--- src/rtl/pkt_i2c_pkg.sv ---
package pkt_i2c_pkg;
  localparam int WORD_W   = 32;
  localparam int LEN_W    = 12;
  localparam int ADDR_W   = 7;
  localparam int RD_BIT   = 16;
  localparam int RS_BIT   = 17;
  localparam int IRQ_W    = 4;
  localparam int IRQ_DONE = 0;
  localparam int IRQ_NACK = 1;
  localparam int IRQ_ARB  = 2;
  localparam int IRQ_OVF  = 3;

  typedef enum logic [2:0] {
    OP_START  = 3'd0,
    OP_WRITE  = 3'd1,
    OP_READ   = 3'd2,
    OP_STOP   = 3'd3,
    OP_RSTART = 3'd4
  } eng_op_e;
endpackage

--- src/rtl/pkt_i2c_fifo.sv ---
module pkt_i2c_fifo #(
  parameter int W     = 32,
  parameter int DEPTH = 8,
  localparam int AW   = $clog2(DEPTH),
  localparam int CW   = $clog2(DEPTH + 1)
) (
  input  logic          clk,
  input  logic          rst_n,
  input  logic          flush,
  input  logic          push,
  input  logic [W-1:0]  wdata,
  input  logic          pop,
  output logic [W-1:0]  rdata,
  output logic [CW-1:0] count,
  output logic          full,
  output logic          empty
);
  logic [W-1:0]  mem [DEPTH];
  logic [AW-1:0] wp, rp;
  logic          do_push, do_pop;

  assign full    = (count == CW'(DEPTH));
  assign empty   = (count == '0);
  assign do_push = push && !full;
  assign do_pop  = pop && !empty;
  assign rdata   = mem[rp];

  always_ff @(posedge clk or negedge rst_n) begin
    if (!rst_n) begin
      wp <= '0; rp <= '0; count <= '0;
    end else if (flush) begin
      wp <= '0; rp <= '0; count <= '0;
    end else begin
      if (do_push) wp <= (wp == AW'(DEPTH - 1)) ? '0 : wp + 1'b1;
      if (do_pop)  rp <= (rp == AW'(DEPTH - 1)) ? '0 : rp + 1'b1;
      if (do_push && !do_pop)      count <= count + 1'b1;
      else if (do_pop && !do_push) count <= count - 1'b1;
    end
  end

  always_ff @(posedge clk) begin
    if (do_push) mem[wp] <= wdata;
  end

  // occupancy never exceeds the depth
  a_r6_count_bound: assert property (@(posedge clk) disable iff (!rst_n)
    count <= CW'(DEPTH));
  // a push on a full FIFO leaves the count unchanged unless a pop happens
  a_r7_no_overflow: assert property (@(posedge clk) disable iff (!rst_n || flush)
    (full && push && !pop) |=> count == CW'(DEPTH));
endmodule

--- src/rtl/pkt_i2c_seq.sv ---
module pkt_i2c_seq
  import pkt_i2c_pkg::*;
#(
  localparam int LW = LEN_W + 1
) (
  input  logic              clk,
  input  logic              rst_n,
  input  logic              flush,
  input  logic              tx_empty,
  input  logic [WORD_W-1:0] tx_word,
  output logic              tx_pop,
  input  logic              rx_full,
  output logic              rx_push,
  output logic [WORD_W-1:0] rx_word,
  output logic              cmd_valid,
  input  logic              cmd_ready,
  output logic [2:0]        cmd_op,
  output logic [7:0]        cmd_byte,
  output logic              cmd_last,
  input  logic              rsp_valid,
  input  logic              rsp_nack,
  input  logic              rsp_arb,
  input  logic [7:0]        rsp_data,
  output logic              done_p,
  output logic              nack_p,
  output logic              arb_p
);
  typedef enum logic [3:0] {
    S_H1, S_H2, S_H3, S_ADDR, S_FETCH, S_WBYTE, S_RBYTE, S_RPUSH, S_END, S_HALT
  } st_e;

  st_e               st;
  logic              rd_mode, rs_flag, wait_rsp, issue, got_rsp, rsp_ok, nack_ok_state;
  logic [ADDR_W-1:0] addr;
  logic [LW-1:0]     left;
  logic [1:0]        lane;
  logic [WORD_W-1:0] wbuf, rbuf;
  eng_op_e           op_sel;

  assign issue     = (st == S_ADDR) || (st == S_WBYTE) || (st == S_RBYTE) || (st == S_END);
  assign cmd_valid = issue && !wait_rsp;
  assign cmd_last  = (left == LW'(1));
  assign tx_pop    = !tx_empty && ((st == S_H1) || (st == S_H2) || (st == S_H3) || (st == S_FETCH));
  assign rx_push   = (st == S_RPUSH) && !rx_full;
  assign rx_word   = rbuf;

  always_comb begin
    unique case (st)
      S_ADDR:  op_sel = OP_START;
      S_WBYTE: op_sel = OP_WRITE;
      S_RBYTE: op_sel = OP_READ;
      default: op_sel = rs_flag ? OP_RSTART : OP_STOP;
    endcase
  end
  assign cmd_op   = op_sel;
  assign cmd_byte = (st == S_ADDR)  ? {addr, rd_mode} :
                    (st == S_WBYTE) ? wbuf[{lane, 3'b000} +: 8] : 8'h00;

  assign nack_ok_state = (st == S_ADDR) || (st == S_WBYTE);
  assign got_rsp = wait_rsp && rsp_valid;
  assign arb_p   = got_rsp && rsp_arb;
  assign nack_p  = got_rsp && !rsp_arb && rsp_nack && nack_ok_state;
  assign rsp_ok  = got_rsp && !arb_p && !nack_p;
  assign done_p  = rsp_ok && (st == S_END);

  always_ff @(posedge clk or negedge rst_n) begin
    if (!rst_n) begin
      st <= S_H1; rd_mode <= 1'b0; rs_flag <= 1'b0; wait_rsp <= 1'b0;
      addr <= '0; left <= '0; lane <= '0; wbuf <= '0; rbuf <= '0;
    end else if (flush) begin
      st <= S_H1; rd_mode <= 1'b0; rs_flag <= 1'b0; wait_rsp <= 1'b0;
      addr <= '0; left <= '0; lane <= '0; wbuf <= '0; rbuf <= '0;
    end else begin
      if (cmd_valid && cmd_ready) wait_rsp <= 1'b1;
      if (got_rsp)                wait_rsp <= 1'b0;
      if (arb_p || nack_p) begin
        st <= S_HALT;
      end else begin
        unique case (st)
          S_H1: if (tx_pop) st <= S_H2;
          S_H2: if (tx_pop) begin
            left <= {1'b0, tx_word[LEN_W-1:0]} + LW'(1);
            st   <= S_H3;
          end
          S_H3: if (tx_pop) begin
            addr    <= tx_word[ADDR_W-1:0];
            rd_mode <= tx_word[RD_BIT];
            rs_flag <= tx_word[RS_BIT];
            st      <= S_ADDR;
          end
          S_ADDR: if (rsp_ok) begin
            lane <= '0;
            rbuf <= '0;
            st   <= rd_mode ? S_RBYTE : S_FETCH;
          end
          S_FETCH: if (tx_pop) begin
            wbuf <= tx_word;
            st   <= S_WBYTE;
          end
          S_WBYTE: if (rsp_ok) begin
            left <= left - 1'b1;
            lane <= lane + 1'b1;
            if (left == LW'(1))      st <= S_END;
            else if (lane == 2'd3)   st <= S_FETCH;
          end
          S_RBYTE: if (rsp_ok) begin
            rbuf[{lane, 3'b000} +: 8] <= rsp_data;
            left <= left - 1'b1;
            lane <= lane + 1'b1;
            if (lane == 2'd3 || left == LW'(1)) st <= S_RPUSH;
          end
          S_RPUSH: if (rx_push) begin
            rbuf <= '0;
            st   <= (left == '0) ? S_END : S_RBYTE;
          end
          S_END:  if (rsp_ok) st <= S_H1;
          default: st <= S_HALT;
        endcase
      end
    end
  end

  // a command waiting for acceptance keeps its op and byte
  a_r13_cmd_hold: assert property (@(posedge clk) disable iff (!rst_n || flush)
    (cmd_valid && !cmd_ready) |=> (cmd_valid && $stable(cmd_op) && $stable(cmd_byte)));
  // no new command while a response is owed
  a_r13_one_outstanding: assert property (@(posedge clk) disable iff (!rst_n || flush)
    (cmd_valid && cmd_ready) |=> !cmd_valid);
  // an error halts commands and transmit consumption
  a_r10_halt: assert property (@(posedge clk) disable iff (!rst_n || flush)
    (nack_p || arb_p) |=> (!cmd_valid && !tx_pop));
  // nothing is pushed into a full receive FIFO
  a_r4_rx_stall: assert property (@(posedge clk) disable iff (!rst_n || flush)
    (st == S_RPUSH && rx_full) |=> (st == S_RPUSH && !cmd_valid));
endmodule

--- src/rtl/pkt_i2c_front.sv ---
module pkt_i2c_front
  import pkt_i2c_pkg::*;
#(
  parameter int DEPTH = 8,
  localparam int CW   = $clog2(DEPTH + 1)
) (
  input  logic              clk,
  input  logic              rst_n,
  input  logic              soft_reset,
  input  logic              tx_valid,
  output logic              tx_ready,
  input  logic [WORD_W-1:0] tx_data,
  output logic              rx_valid,
  input  logic              rx_ready,
  output logic [WORD_W-1:0] rx_data,
  output logic [CW-1:0]     tx_free,
  output logic [CW-1:0]     rx_count,
  output logic [IRQ_W-1:0]  irq_status,
  input  logic              irq_clr_valid,
  input  logic [IRQ_W-1:0]  irq_clr_data,
  output logic              cmd_valid,
  input  logic              cmd_ready,
  output logic [2:0]        cmd_op,
  output logic [7:0]        cmd_byte,
  output logic              cmd_last,
  input  logic              rsp_valid,
  input  logic              rsp_nack,
  input  logic              rsp_arb,
  input  logic [7:0]        rsp_data
);
  logic              tx_full, tx_empty, tx_pop;
  logic              rx_full, rx_empty, rx_push, rx_pop;
  logic [WORD_W-1:0] tx_head, rx_head, rx_word;
  logic [CW-1:0]     tx_cnt;
  logic              done_p, nack_p, arb_p, ovf_p;
  logic [IRQ_W-1:0]  set_vec, clr_vec;

  assign tx_ready = !tx_full;
  assign rx_valid = !rx_empty;
  assign rx_pop   = rx_ready && rx_valid;
  assign rx_data  = rx_valid ? rx_head : '0;
  assign tx_free  = CW'(DEPTH) - tx_cnt;
  assign ovf_p    = tx_valid && tx_full;

  pkt_i2c_fifo #(.W(WORD_W), .DEPTH(DEPTH)) u_txq (
    .clk(clk), .rst_n(rst_n), .flush(soft_reset),
    .push(tx_valid && tx_ready), .wdata(tx_data), .pop(tx_pop),
    .rdata(tx_head), .count(tx_cnt), .full(tx_full), .empty(tx_empty));

  pkt_i2c_fifo #(.W(WORD_W), .DEPTH(DEPTH)) u_rxq (
    .clk(clk), .rst_n(rst_n), .flush(soft_reset),
    .push(rx_push), .wdata(rx_word), .pop(rx_pop),
    .rdata(rx_head), .count(rx_count), .full(rx_full), .empty(rx_empty));

  pkt_i2c_seq u_seq (
    .clk(clk), .rst_n(rst_n), .flush(soft_reset),
    .tx_empty(tx_empty), .tx_word(tx_head), .tx_pop(tx_pop),
    .rx_full(rx_full), .rx_push(rx_push), .rx_word(rx_word),
    .cmd_valid(cmd_valid), .cmd_ready(cmd_ready), .cmd_op(cmd_op),
    .cmd_byte(cmd_byte), .cmd_last(cmd_last),
    .rsp_valid(rsp_valid), .rsp_nack(rsp_nack), .rsp_arb(rsp_arb), .rsp_data(rsp_data),
    .done_p(done_p), .nack_p(nack_p), .arb_p(arb_p));

  always_comb begin
    set_vec = '0;
    set_vec[IRQ_DONE] = done_p;
    set_vec[IRQ_NACK] = nack_p;
    set_vec[IRQ_ARB]  = arb_p;
    set_vec[IRQ_OVF]  = ovf_p;
  end
  assign clr_vec = irq_clr_valid ? irq_clr_data : '0;

  always_ff @(posedge clk or negedge rst_n) begin
    if (!rst_n) irq_status <= '0;
    else        irq_status <= (irq_status & ~clr_vec) | set_vec;
  end

  // with no new event, a clear strobe leaves none of the named bits set
  a_r9_w1c: assert property (@(posedge clk) disable iff (!rst_n)
    (irq_clr_valid && set_vec == '0) |=> ((irq_status & $past(irq_clr_data)) == '0));
  // an offered word that is refused raises the overflow bit
  a_r7_ovf_sticky: assert property (@(posedge clk) disable iff (!rst_n)
    (tx_valid && !tx_ready) |=> irq_status[IRQ_OVF]);
  // soft reset leaves both queues empty and the engine link quiet
  a_r12_flush: assert property (@(posedge clk) disable iff (!rst_n)
    soft_reset |=> (tx_free == CW'(DEPTH) && rx_count == '0 && !cmd_valid));
  // done and an error are never raised together
  a_r11_done_clean: assert property (@(posedge clk) disable iff (!rst_n)
    $rose(irq_status[IRQ_DONE]) |-> !$past(nack_p || arb_p));
endmodule

--- config.mk ---
export PLATFORM = sky130hd
export DESIGN_NAME = pkt_i2c_front
export DESIGN_NICKNAME = d
export VERILOG_FILES = /design/src/rtl/pkt_i2c_pkg.sv /design/src/rtl/pkt_i2c_fifo.sv /design/src/rtl/pkt_i2c_seq.sv /design/src/rtl/pkt_i2c_front.sv
export SDC_FILE = /design/constraint.sdc
export NUM_CORES = 1
export LEC_CHECK = 0
export BUFFER_PORTS_ARGS = -buffer_cell sky130_fd_sc_hd__buf_2
export CAP_MARGIN = 0
export CORE_ASPECT_RATIO = 0.9
export CORE_UTILIZATION = 45
export CTS_CLUSTER_DIAMETER = 60
export CTS_CLUSTER_SIZE = 24
export DETAILED_ROUTE_END_ITERATION = 8
export SYNTH_ARGS = -nofsm -noshare
export SYNTH_HDL_FRONTEND = slang
export SYNTH_SLANG_ARGS = --single-unit
export TNS_END_PERCENT = 50
--- constraint.sdc ---
create_clock -name clk -period 5.85 [get_ports clk]
set_clock_uncertainty 0.05 [all_clocks]
set_input_delay 1.17 -clock clk [delete_from_list [all_inputs] [get_ports clk]]
set_output_delay 1.17 -clock clk [all_outputs]
set_load 0.05 [all_outputs]
==> impl_metrics.prom <==
# TYPE chip_impl_metric gauge
chip_impl_info{name="outcome",value="finished clean"} 1
chip_impl_metric{name="vias",unit=""} 13389
chip_impl_metric{name="dieHeight",unit="µm"} 230
chip_impl_metric{name="ys_ff_latch",unit=""} 629
chip_impl_metric{name="irDropWorstVdd",unit="V"} 0.000437
chip_impl_metric{name="core.rowCount",unit=""} 83
chip_impl_metric{name="p_comb_share",unit="%"} 29.2
chip_impl_metric{name="synth_sequential_area_ratio",unit="%"} 70.1
chip_impl_info{name="tritoncts",value="yes"} 1
chip_impl_metric{name="finish.net_count",unit=""} 1698
chip_impl_metric{name="start_util",unit="%"} 45.6
chip_impl_metric{name="h_tree_level_count",unit=""} 2
chip_impl_metric{name="routed_wl",unit="µm"} 55200
chip_impl_metric{name="yosysTopAreaCellShare",unit="%"} 58.9
chip_impl_metric{name="share_seq_of_total_power",unit="%"} 44.5
chip_impl_metric{name="net-switching-power",unit="µW"} 4210
chip_impl_info{name="critical_path.startpoint_type",value="register"} 1
chip_impl_metric{name="port_buffers",unit=""} 112
chip_impl_metric{name="cts-hold-fix-buffers",unit=""} 0
chip_impl_metric{name="total_negative_slack_for_setup_checks",unit="ns"} 0
chip_impl_metric{name="power.switching_fraction",unit="%"} 34.8
chip_impl_metric{name="drtIter0Drc",unit=""} 1013
chip_impl_metric{name="max-clock-path-buffers",unit=""} 3
chip_impl_metric{name="maximum_number_of_pins_on_one_net_before_global_route_repair",unit=""} 65
chip_impl_metric{name="max_cap_viol",unit=""} 0
chip_impl_metric{name="leakagePower",unit="µW"} 0.00981
chip_impl_metric{name="place.gp.congestion",unit=""} 0.799
chip_impl_metric{name="detailed_place_hpwl",unit="µm"} 33000
chip_impl_info{name="post-synth-top-count-cell",value="edfxtp_1"} 1
chip_impl_info{name="worstSetupEndpointType",value="output port"} 1
chip_impl_metric{name="cts_inserted_buffers",unit=""} 41
chip_impl_metric{name="setup_viol_count_final",unit=""} 0
chip_impl_metric{name="via_per_inst",unit=""} 5.53
chip_impl_metric{name="period_needed",unit="ns"} 4.39
chip_impl_metric{name="placed_cell_area",unit="mm²"} 0.0276
chip_impl_metric{name="synthesis.area_per_instance",unit="µm²"} 17.2
chip_impl_metric{name="grt_usage",unit="%"} 19.1
chip_impl_metric{name="fin_cells",unit=""} 2419
chip_impl_metric{name="post_cts_buffers",unit=""} 0
chip_impl_info{name="timing.setup.critical_path_class",value="reg -> out"} 1
chip_impl_metric{name="layout.cell_area.non_filler",unit="mm²"} 0.0290
chip_impl_metric{name="dr.pass1.iters",unit=""} 5
chip_impl_metric{name="power_density",unit="mW/mm²"} 417
chip_impl_metric{name="die_width",unit="µm"} 256
chip_impl_metric{name="drt-wirelength-per-cell",unit="µm"} 22.8
chip_impl_metric{name="clock_sink_count",unit=""} 629
chip_impl_metric{name="post_route_cells_drive_above_1_share",unit="%"} 24.1
chip_impl_metric{name="timing.critical_path.required",unit="ns"} 4.63
chip_impl_metric{name="timing.final.max_slew_violations",unit=""} 0
chip_impl_metric{name="min_period_over_period",unit="%"} 75.0
chip_impl_metric{name="cp.arrival",unit="ns"} 3.17
chip_impl_metric{name="timing.hold.ws",unit="ns"} 0.444
chip_impl_info{name="synthTopCellsByArea",value="edfxtp_1, mux4_2, dfrtp_1"} 1
chip_impl_metric{name="post_synth_num_cell_types",unit=""} 74
chip_impl_metric{name="grt_remaining_overflow",unit=""} 0
chip_impl_info{name="synth_common_cells",value="edfxtp_1, nor2_1, mux4_2"} 1
chip_impl_metric{name="cts.repair.resized",unit=""} 0
chip_impl_metric{name="max_slew_margin",unit="%"} 18.3
chip_impl_metric{name="internal-power",unit="µW"} 7900
chip_impl_metric{name="synth_enable_flop_cells",unit=""} 512
chip_impl_metric{name="transition_at_the_pin_with_the_smallest_max_transition_slack",unit="ns"} 1.22
chip_impl_info{name="min-delay-path-class",value="in -> async"} 1
chip_impl_metric{name="power_frac_clock",unit="%"} 26.3
chip_impl_info{name="synth_area_leader_cell",value="edfxtp_1"} 1
chip_impl_metric{name="dpl.cell_count",unit=""} 2343
chip_impl_metric{name="antenna_found_initial",unit=""} 5
chip_impl_info{name="rsz0062_at_grt",value="false"} 1
chip_impl_metric{name="clock.fmax",unit="GHz"} 0.228
chip_impl_metric{name="grt_first_pass_wirelength",unit="µm"} 85600
chip_impl_metric{name="area_growth",unit="%"} 11.3
chip_impl_metric{name="top_level_ports",unit=""} 113
chip_impl_metric{name="synth.net_count",unit=""} 1598
chip_impl_metric{name="synth_cells",unit=""} 1521
chip_impl_metric{name="path_max_fanout",unit=""} 24
chip_impl_metric{name="drcViolationCount",unit=""} 0
chip_impl_metric{name="post_synth_instance_area",unit="mm²"} 0.0261
chip_impl_metric{name="ys_async_sr_fraction",unit="%"} 18.6
chip_impl_info{name="synth_top_flop_cell",value="edfxtp_1"} 1
chip_impl_metric{name="first_global_vias",unit=""} 13727
chip_impl_metric{name="final_antenna_net_count",unit=""} 0
chip_impl_metric{name="design.core.area",unit="mm²"} 0.0572
chip_impl_metric{name="yosysWarningCount",unit=""} 0
chip_impl_metric{name="finalHoldViolations",unit=""} 0
chip_impl_metric{name="clock_latency",unit="ns"} 0.60
chip_impl_info{name="root_buffer",value="clkbuf_16"} 1
chip_impl_metric{name="fp.dieArea",unit="mm²"} 0.0590
chip_impl_metric{name="worst_setup_hold_path_clk_slew",unit="ns"} 0.08
sequential cells by signal, indices dropped and copies added, names as in the netlist, 4 cells and up:
register       count
u_rxq.count        4
u_seq.rx_word     32
u_txq.mem        256
u_seq.addr         7
u_txq.count        4
u_seq.st           4
u_seq.wbuf        32
u_seq.left        13
u_rxq.mem        256
irq_status         4
cell usage in the layout (no fill, tap or decap), drive strengths merged, types with 21 or more instances in the layout:
master	count
a211oi	35
mux4	135
ha	21
nor3	21
mux2i	106
nand2	71
clkbuf	47
buf	141
inv	66
dfrtp	117
o21ai	31
nor2	137
edfxtp	512
a21oi	28
path summary, 6_finish.rpt:
kind                                     from          endpoint  slack [ns]  cells after the start
max in group asynchronous               rst_n       u_rxq.rp[0]        4.05                      2
worst min-delay path                    rst_n       u_txq.wp[0]        0.44                      1
worst max-delay path              u_seq.st[0]       cmd_byte[5]        1.46                      5
min in group clk                u_seq.addr[1]     u_seq.addr[1]        0.46                      1
worst max register to register    u_seq.st[2]  u_rxq.mem[6][20]        2.26                      5
worst min register to register  u_seq.addr[1]     u_seq.addr[1]        0.46                      1
metrics by stage:
step           worst slack (ns)  total power, µW  util [%]
2_1_floorplan             0.608             8140         -
3_3_place_gp               2.12             9040      48.2
3_5_place_dp               2.12             9070      48.2
4_1_cts                    1.48            12200      50.8
5_1_grt                    1.34            12700      50.8
6_report                   1.46            12100      50.8
cells by family after synthesis:
kind of cell / share of synthesized area, %
xor+xnor: 0.638
buf+inv: 2.24
fa+ha+maj: 1.20
simple gates: 5.89
flops: 70.1
mux: 16.3
compound gates: 3.61
power by group through the flow:
stage	clock, µW	sequential [µW]	combinational [µW]
6_report	3180	5390	3540
5_1_grt	3420	5450	3790
4_1_cts	3260	5410	3570
3_5_place_dp	0	5500	3570
3_3_place_gp	0	5500	3540
2_1_floorplan	0	5240	2900
critical path, stage by stage (launching register included):
cell      delay, ns
dfrtp_1        0.80
nand2b_1       0.22
nor2_1         0.73
nand2_1        0.19
o21ai_0        0.28
buf_2          0.37
area by class of cell:
type	instances	area, µm²
Antenna cell	1	2.50
Clock buffer	47	1100
Clock inverter	28	365
Fill cell	4635	28200
Inverter	54	203
Multi-Input combinational cell	754	7320
Sequential cell	629	18300
Tap cell	765	957
Timing Repair Buffer	141	781
routing by layer:
metal | vias to the layer above | track usage (%) | wire length [µm]
li1 | 6102 | - | -
met1 | 6989 | 26.1 | 24500
met2 | 227 | 32.7 | 27700
met3 | 63 | 2.84 | 2110
met4 | 8 | 3.87 | 813
met5 | - | 0 | 51
Power figures use the tool's default switching activity.
